==> config.mk <==
export PLATFORM = sky130hd
export DESIGN_NAME = burst_addr_seq
export DESIGN_NICKNAME = d
export VERILOG_FILES = /design/src/rtl/bas_pkg.sv /design/src/rtl/bas_strobe_merge.sv /design/src/rtl/bas_beat_ctr.sv /design/src/rtl/bas_order_map.sv /design/src/rtl/burst_addr_seq.sv
export SDC_FILE = /design/constraint.sdc
export NUM_CORES = 1
export LEC_CHECK = 0
export BUFFER_PORTS_ARGS = -buffer_cell sky130_fd_sc_hd__clkbuf_2
export CORE_UTILIZATION = 55
export CTS_CLUSTER_SIZE = 28
export DETAILED_ROUTE_END_ITERATION = 10
export PLACE_DENSITY = 0.85
export SLEW_MARGIN = 25
export SYNTH_ARGS = -nofsm -noshare
export SYNTH_HDL_FRONTEND = slang
export SYNTH_HIERARCHICAL = 1
export SYNTH_SLANG_ARGS = --single-unit
export TNS_END_PERCENT = 100
==> constraint.sdc <==
create_clock -name clk -period 5.3 [get_ports clk]
set_input_delay 1.06 -clock clk [delete_from_list [all_inputs] [get_ports clk]]
set_output_delay 1.06 -clock clk [all_outputs]
set_load 0.1 [all_outputs]
==> src/rtl/bas_pkg.sv <==
package bas_pkg;

  typedef enum logic {
    ORD_LINEAR     = 1'b0,
    ORD_INTERLEAVE = 1'b1
  } order_e;

endpackage

==> src/rtl/bas_strobe_merge.sv <==
module bas_strobe_merge #(
  parameter int N_STRB = 2
) (
  input  logic [N_STRB-1:0] strb_n,
  output logic              load
);

  logic [N_STRB:0] acc;

  assign acc[0] = 1'b0;

  generate
    for (genvar i = 0; i < N_STRB; i++) begin : g_or
      assign acc[i+1] = acc[i] | ~strb_n[i];
    end
  endgenerate

  assign load = acc[N_STRB];

endmodule

==> src/rtl/bas_beat_ctr.sv <==
module bas_beat_ctr #(
  parameter int BEAT_W = 2
) (
  input  logic              clk,
  input  logic              rst,
  input  logic              load,
  input  logic              step,
  output logic [BEAT_W-1:0] beat_q,
  output logic [BEAT_W-1:0] beat_nxt
);

  always_comb begin
    if (load)      beat_nxt = '0;
    else if (step) beat_nxt = beat_q + BEAT_W'(1);
    else           beat_nxt = beat_q;
  end

  always_ff @(posedge clk) begin
    if (rst) beat_q <= '0;
    else     beat_q <= beat_nxt;
  end

endmodule

==> src/rtl/bas_order_map.sv <==
module bas_order_map
  import bas_pkg::*;
#(
  parameter int BEAT_W = 2
) (
  input  order_e            order,
  input  logic [BEAT_W-1:0] start_lo,
  input  logic [BEAT_W-1:0] beat,
  output logic [BEAT_W-1:0] low_out
);

  logic [BEAT_W-1:0] lin_lo;
  logic [BEAT_W-1:0] ilv_lo;

  assign lin_lo = start_lo + beat;

  generate
    for (genvar b = 0; b < BEAT_W; b++) begin : g_xor
      assign ilv_lo[b] = start_lo[b] ^ beat[b];
    end
  endgenerate

  always_comb begin
    unique case (order)
      ORD_LINEAR:     low_out = lin_lo;
      ORD_INTERLEAVE: low_out = ilv_lo;
      default:        low_out = ilv_lo;
    endcase
  end

endmodule

==> src/rtl/burst_addr_seq.sv <==
module burst_addr_seq
  import bas_pkg::*;
#(
  parameter int ADDR_W = 17,
  parameter int BEAT_W = 2
) (
  input  logic              clk,
  input  logic              rst,
  input  logic [ADDR_W-1:0] ext_addr,
  input  logic              proc_strb_n,
  input  logic              cache_strb_n,
  input  logic              adv,
  input  logic              ilv_mode,
  output logic [ADDR_W-1:0] cur_addr,
  output logic [BEAT_W-1:0] beat_idx
);

  localparam int HI_W = ADDR_W - BEAT_W;

  logic              load;
  logic              step;
  logic [BEAT_W-1:0] beat_nxt;
  logic [BEAT_W-1:0] start_q;
  logic [BEAT_W-1:0] start_nxt;
  logic [BEAT_W-1:0] low_nxt;
  logic [HI_W-1:0]   hi_q;
  logic [HI_W-1:0]   hi_nxt;
  order_e            order;

  assign order = order_e'(ilv_mode);

  bas_strobe_merge #(.N_STRB(2)) u_strb (
    .strb_n ({cache_strb_n, proc_strb_n}),
    .load   (load)
  );

  assign step = adv & ~load;

  bas_beat_ctr #(.BEAT_W(BEAT_W)) u_ctr (
    .clk      (clk),
    .rst      (rst),
    .load     (load),
    .step     (step),
    .beat_q   (beat_idx),
    .beat_nxt (beat_nxt)
  );

  assign start_nxt = load ? ext_addr[BEAT_W-1:0] : start_q;
  assign hi_nxt    = load ? ext_addr[ADDR_W-1:BEAT_W] : hi_q;

  bas_order_map #(.BEAT_W(BEAT_W)) u_map (
    .order    (order),
    .start_lo (start_nxt),
    .beat     (beat_nxt),
    .low_out  (low_nxt)
  );

  always_ff @(posedge clk) begin
    if (rst) begin
      start_q  <= '0;
      hi_q     <= '0;
      cur_addr <= '0;
    end else begin
      start_q  <= start_nxt;
      hi_q     <= hi_nxt;
      if (load || step) cur_addr <= {hi_nxt, low_nxt};
    end
  end

endmodule

==> results of run 1 <==
==> metrics by stage <==
| stage | hold WS, ns | power [W] |
|---|---|---|
| after CTS | 0.510 | 0.000576 |
| after detailed placement | 0.485 | 0.000443 |
| after floorplan | 0.460 | 0.000419 |
| after global routing | 0.530 | 0.000596 |
| final | 0.506 | 0.000571 |
| after global placement | 0.472 | 0.000439 |
==> sequential cells by signal (all words and copies together), names as in the netlist <==
signal / cells
cur_addr: 17
hi_q: 15
start_q: 2
u_ctr/beat_q: 2
==> final cells by class <==
cell class / instances / area [sq um] / share of cell area [%]
Clock buffer: 6 / 41.3 / 2.35
Clock inverter: 1 / 5.00 / 0.284
Timing Repair Buffer: 42 / 213 / 12.1
Multi-Input combinational cell: 98 / 739 / 42.0
Inverter: 1 / 3.75 / 0.213
Sequential cell: 36 / 721 / 40.9
Tap cell: 30 / 37.5 / 2.13
==> worst min path at each step <==
stage            start  endpoint  slack (ns)  cells after the start
3_5_place_dp   hi_q[9]   hi_q[9]        0.49                      2
2_1_floorplan  hi_q[0]   hi_q[0]        0.46                      2
4_1_cts        hi_q[9]   hi_q[9]        0.51                      2
6_report       hi_q[1]   hi_q[1]        0.51                      2
3_3_place_gp   hi_q[6]   hi_q[6]        0.47                      2
5_1_grt        hi_q[9]   hi_q[9]        0.53                      2
==> tightest hold or removal path, cell delays in order (launching register included) <==
cell and delay (ns):
dfxtp_1 0.34, mux2i_1 0.07, nor2_1 0.07
==> Yosys cell counts (2+ instances only) <==
cell type	count	area (sq um)
xnor2_1	3	26.3
o21ai_0	2	10.0
nor2b_1	19	119
buf_6	4	45.0
nor2_1	16	60.1
dfxtp_1	36	721
a211oi_1	14	105
mux2i_1	30	300
clkbuf_1	4	15.0
a211oi_2	2	25.0
a21oi_1	3	15.0
mux2_2	2	22.5
or3b_1	2	17.5
==> routing by layer <==
metal	global-route usage, %	vias to the layer above	wire length (um)	part of all wire, %
li1	-	587	-	-
met1	28.4	521	1370	48
met2	31.3	32	1290	45
met3	5.74	2	170	6.0
met4	12.5	0	12	0.42
met5	0	-	0	0
==> kinds of logic after synthesis <==
group           after synthesis  share of synthesized area (%)
compound gates               22                           10.7
buf+inv                      12                           5.27
simple gates                 40                           13.8
xor+xnor                      3                           1.70
fa+ha+maj                     1                          0.812
mux                          32                           20.9
flops                        36                           46.8
==> report_power, final <==
group / internal [W] / switching, W
Combinational: 0.0000354 / 0.000104
Sequential: 0.000288 / 0.00000889
Clock: 0.0000489 / 0.0000848
Total: 0.000373 / 0.000198
==> flow_metrics.env, run 1 <==
export IMPL_cp_slowest_cell="clkbuf_2"
export IMPL_maxCapViolCount=0
export IMPL_cts_setup_buffers=0
export IMPL_grt_max_degree=43
export IMPL_drive_above_1_share_pct=28.8
export IMPL_start_util_pct=60.0
export IMPL_min_path_type="register to register"
export IMPL_setup_viol_count_final=0
export IMPL_cp_startpoint="adv"
export IMPL_fin_crit_ns=2.53
export IMPL_cts_buffers=5
export IMPL_grt_pass1_wl_mm=4.46
export IMPL_rr_worst_depth=6
export IMPL_syn_nets=170
export IMPL_cp_buffers_inverters=1
export IMPL_critPathLaunchType="input pin"
export IMPL_cts_root_buf="clkbuf_4"
export IMPL_numPortBuffers=41
export IMPL_drt_pre_antenna_iters=6
export IMPL_crit_chain="clkbuf_2 > nor2b_1 > xnor2_1 > nor2_1 > ha_1 > nor2b_1 > xnor2_1 > o21ai_0 > a21oi_1"
export IMPL_cts_htree_levels=2
export IMPL_netlist_area_sq_um=1540
export IMPL_fin_crit_sh_pct=47.7
export IMPL_endpoint_kind="register"
export IMPL_grtUsageTotal_pct=21.5
export IMPL_place_ws_ns=2.43
export IMPL_ys_types=22
export IMPL_numClockSinks=36
export IMPL_crit_required_ns=5.56
export IMPL_max_slew_margin_pct=51.6
export IMPL_final_cells=214
export IMPL_final_util_pct=68.6
export IMPL_yosysWarnings=6
export IMPL_arrival_ns=2.79
export IMPL_grt_pass1_vias=993
export IMPL_endpoint="cur_addr[1]"
export IMPL_r2r_end="cur_addr[1]"
export IMPL_setup_tns_ns=0
export IMPL_synth_ff_type="dfxtp_1"
export IMPL_finClkSkew_ns=0.0102
export IMPL_mostFrequentLayoutCell="clkbuf_2"
export IMPL_dieArea_sq_um=3020
export IMPL_mostFrequentLayoutCells="41 x clkbuf_2, 36 x dfxtp_1, 30 x mux2i_1"
export IMPL_clock_tree_buffer_depth=2
export IMPL_r2r_slack_ns=3.90
export IMPL_avgSynthCellArea_sq_um=10.6
export IMPL_antenna_found_initial=0
export IMPL_rsz0062_at_grt="no"
export IMPL_cts_tree="built"
export IMPL_synth_edf_count=0
export IMPL_grt_overflow=0
export IMPL_vias=1142
export IMPL_ys_seq_area_share_pct=46.8
export IMPL_hold_violations=0
export IMPL_fillers=215
export IMPL_worstSetupPathType="input pin to register"
export IMPL_ctsResizeCount=0
export IMPL_area_growth_pct=14.2
export IMPL_coreArea_sq_um=2570
export IMPL_final_area_sq_um=1760
export IMPL_io_pins=42
export IMPL_placed_cell_area_sq_um=1710
export IMPL_worst_path_stages=9
export IMPL_r2r_start="u_ctr/beat_q[1]"
export IMPL_tightest_slew_ns=0.726
export IMPL_synth_cells=146
export IMPL_rows=18
export IMPL_initialDrtViolationCount=16
export IMPL_maxSlewViolCount=0
export IMPL_max_vdd_ir_drop_mv=0.273
export IMPL_cts_hold_buf=0
export IMPL_ys_seq_elements=36
export IMPL_dp_cells=207
export IMPL_fmax_mhz=396
export IMPL_hpwl_mm=1.88
export IMPL_viasPerCell=5.34
export IMPL_antenna_cells=0
export IMPL_clkLatencyLatePin_ns=0.33
export IMPL_gp_congestion=0.699
export IMPL_drt_wl_total_mm=2.84
export IMPL_status="finished clean"
export IMPL_clk_pin_slew_ns=0.10
export IMPL_detail_route_antenna_nets=0
export IMPL_nNetsFinal=208
export IMPL_die_width_um=54.9
export IMPL_worst_slack_ns=2.77
export IMPL_slowest_delay_ns=0.47
export IMPL_p_leak_nw=0.844
export IMPL_power_density_nw_per_um2=324
export IMPL_wl_per_cell_um=13.3
export IMPL_synthArstFlopShare_pct=0
export IMPL_crit_family="simple AND/OR/NAND/NOR gates"
export IMPL_die_h_um=54.9
export IMPL_worstPathMaxFanout=20
export IMPL_drc_errors=0
No activity file was read; power rests on OpenSTA's default activity.
==> run 2, diff against run 1 <==
--- a/config.mk
+++ b/config.mk
@@ -6,10 +6,10 @@
 export NUM_CORES = 1
 export LEC_CHECK = 0
 export BUFFER_PORTS_ARGS = -buffer_cell sky130_fd_sc_hd__clkbuf_2
-export CORE_UTILIZATION = 55
+export CORE_UTILIZATION = 51
 export CTS_CLUSTER_SIZE = 28
 export DETAILED_ROUTE_END_ITERATION = 10
-export PLACE_DENSITY = 0.85
+export PLACE_DENSITY = 0.8
 export SLEW_MARGIN = 25
 export SYNTH_ARGS = -nofsm -noshare
 export SYNTH_HDL_FRONTEND = slang
==> constraint.sdc (replaced) <==
create_clock -name clk -period 2.55 [get_ports clk]
set_input_delay 0.51 -clock clk [delete_from_list [all_inputs] [get_ports clk]]
set_output_delay 0.51 -clock clk [all_outputs]
set_load 0.1 [all_outputs]
==> run 2 against run 1 <==
Compared with the run above:
- the run now ends with DRC left
- via count up 3.1%
- combinational power up 110%
- sequential share of layout area down 0.66 points
- critical path depth down 8
- sequential cell count unchanged
- count of clock-buffer cells in the layout up 2
- clock skew down 0.0082 ns
- register-to-register slack worse by 2.8 ns
- die area up 7.5%
- core utilization down 4.8 points
- critical endpoint is now beat_idx[0]
==> flow_metrics.env, run 2 (same netlist as run 1, synthesis figures left out) <==
export IMPL_status="finished, violations left"
export IMPL_violations="DRC"
export IMPL_multi_input_area_sq_um=739
export IMPL_start_util_pct=55.0
export IMPL_min_path_cells=3
export IMPL_wl_per_cell_um=13.8
export IMPL_grt_max_degree=37
export IMPL_fmax_mhz=574
export IMPL_regMostFlops="cur_addr"
export IMPL_p_leak_nw=0.858
export IMPL_initialDrtViolationCount=31
export IMPL_hold_violations=0
export IMPL_die_width_um=57.0
export IMPL_mostFrequentLayoutCells="41 x clkbuf_2, 36 x dfxtp_1, 30 x mux2i_1"
export IMPL_seqCellArea_sq_um=721
export IMPL_cp_startpoint="u_ctr/beat_q[0]"
export IMPL_worstPathMaxFanout=4
export IMPL_clkLatencyLatePin_ns=0.33
export IMPL_nNetsFinal=210
export IMPL_grtUsageTotal_pct=21.4
export IMPL_cts_hold_buf=0
export IMPL_worstSetupPathType="register to primary output"
export IMPL_cp_buffers_inverters=1
export IMPL_cts_htree_levels=2
export IMPL_drive_above_1_share_pct=29.4
export IMPL_holdPathEnd="hi_q[9]"
export IMPL_finClkSkew_ns=0.00203
export IMPL_detail_route_antenna_nets=0
export IMPL_holdCritStartpoint="ext_addr[11]"
export IMPL_clk_pin_slew_ns=0.10
export IMPL_cp_slowest_cell="clkbuf_2"
export IMPL_clock_tree_buffer_depth=2
export IMPL_reg_top3="cur_addr (17), hi_q (15)"
export IMPL_setup_viol_count_final=0
export IMPL_fillers=259
export IMPL_fin_crit_sh_pct=68.4
export IMPL_fin_crit_ns=1.74
export IMPL_r2r_end="cur_addr[1]"
export IMPL_vias=1177
export IMPL_io_pins=42
export IMPL_maxCapViolCount=0
export IMPL_drt_pre_antenna_iters=7
export IMPL_min_path_type="input pin to register"
export IMPL_largest_register_ffs=17
export IMPL_critPathLaunchType="register"
export IMPL_cts_setup_buffers=0
export IMPL_drc_errors=9
export IMPL_placed_cell_area_sq_um=1730
export IMPL_viasPerCell=5.40
export IMPL_antenna_cells=0
export IMPL_max_slew_margin_pct=50.2
export IMPL_endpoint_kind="primary output"
export IMPL_arrival_ns=1.23
export IMPL_cts_tree="built"
export IMPL_area_growth_pct=16.1
export IMPL_cts_root_buf="clkbuf_4"
export IMPL_antenna_found_initial=0
export IMPL_slowest_delay_ns=0.49
export IMPL_mostFrequentLayoutCell="clkbuf_2"
export IMPL_crit_family="buffers and inverters"
export IMPL_grt_pass1_vias=1200
export IMPL_grt_overflow=0
export IMPL_rows=19
export IMPL_tightest_slew_ns=0.746
export IMPL_drt_wl_total_mm=3.01
export IMPL_dieArea_sq_um=3250
export IMPL_ctsResizeCount=0
export IMPL_max_vdd_ir_drop_mv=0.386
export IMPL_crit_required_ns=2.04
export IMPL_gp_congestion=0.713
export IMPL_numPortBuffers=41
export IMPL_total_power_w=0.00122
export IMPL_crit_chain="clkbuf_2"
export IMPL_numClockSinks=36
export IMPL_setup_tns_ns=0
export IMPL_rr_worst_depth=7
export IMPL_rsz0062_at_grt="no"
export IMPL_maxSlewViolCount=0
export IMPL_coreArea_sq_um=2810
export IMPL_grt_pass1_wl_mm=5.32
export IMPL_r2r_start="u_ctr/beat_q[0]"
export IMPL_final_area_sq_um=1790
export IMPL_r2r_slack_ns=1.14
export IMPL_cts_buffers=5
export IMPL_die_h_um=57.0
export IMPL_power_density_nw_per_um2=683
export IMPL_hpwl_mm=2.12
run 2: layout make-up:
| type | instances | share of cell area (%) |
|---|---|---|
| clock buffer | 8 | 3.29 |
| multi-input combinational | 98 | 41.3 |
| timing repair buffer | 44 | 12.7 |
| tap | 31 | 2.17 |
| inverter | 1 | 0.210 |
| sequential | 36 | 40.3 |
run 2: how the worst max path moves through the flow:
stage,to,slack [ns],cells after the start
floorplan,cur_addr[1],0.53,10
global placement,cur_addr[1],0.65,8
detailed placement,cur_addr[1],0.57,8
CTS,beat_idx[0],0.80,1
global route,cur_addr[1],0.77,10
finish,beat_idx[0],0.81,1
run 2: stage by stage:
stage               cells  utilization, %  hold WS [ns]  setup WS, ns
floorplan             146               -         0.460         0.530
global placement      210            61.7         0.472         0.649
detailed placement    210            61.7         0.491         0.571
CTS                   218            63.8         0.419         0.802
global route          218            63.8         0.416         0.775
finish                218            63.8         0.425         0.807
run 2: where the power goes:
group | internal [W] | switching [W]
combinational | 0.0000752 | 0.000218
clock | 0.000136 | 0.000176
sequential | 0.000599 | 0.0000181
total | 0.000811 | 0.000412
run 2: layer usage:
layer  vias up  part of all wire (%)  track usage, %
met1       551                    41            24.5
li1        588                     -               -
met3         8                   4.9            5.90
met2        30                    52            37.0
met4         0                   2.0            10.5
met5         -                     0               0
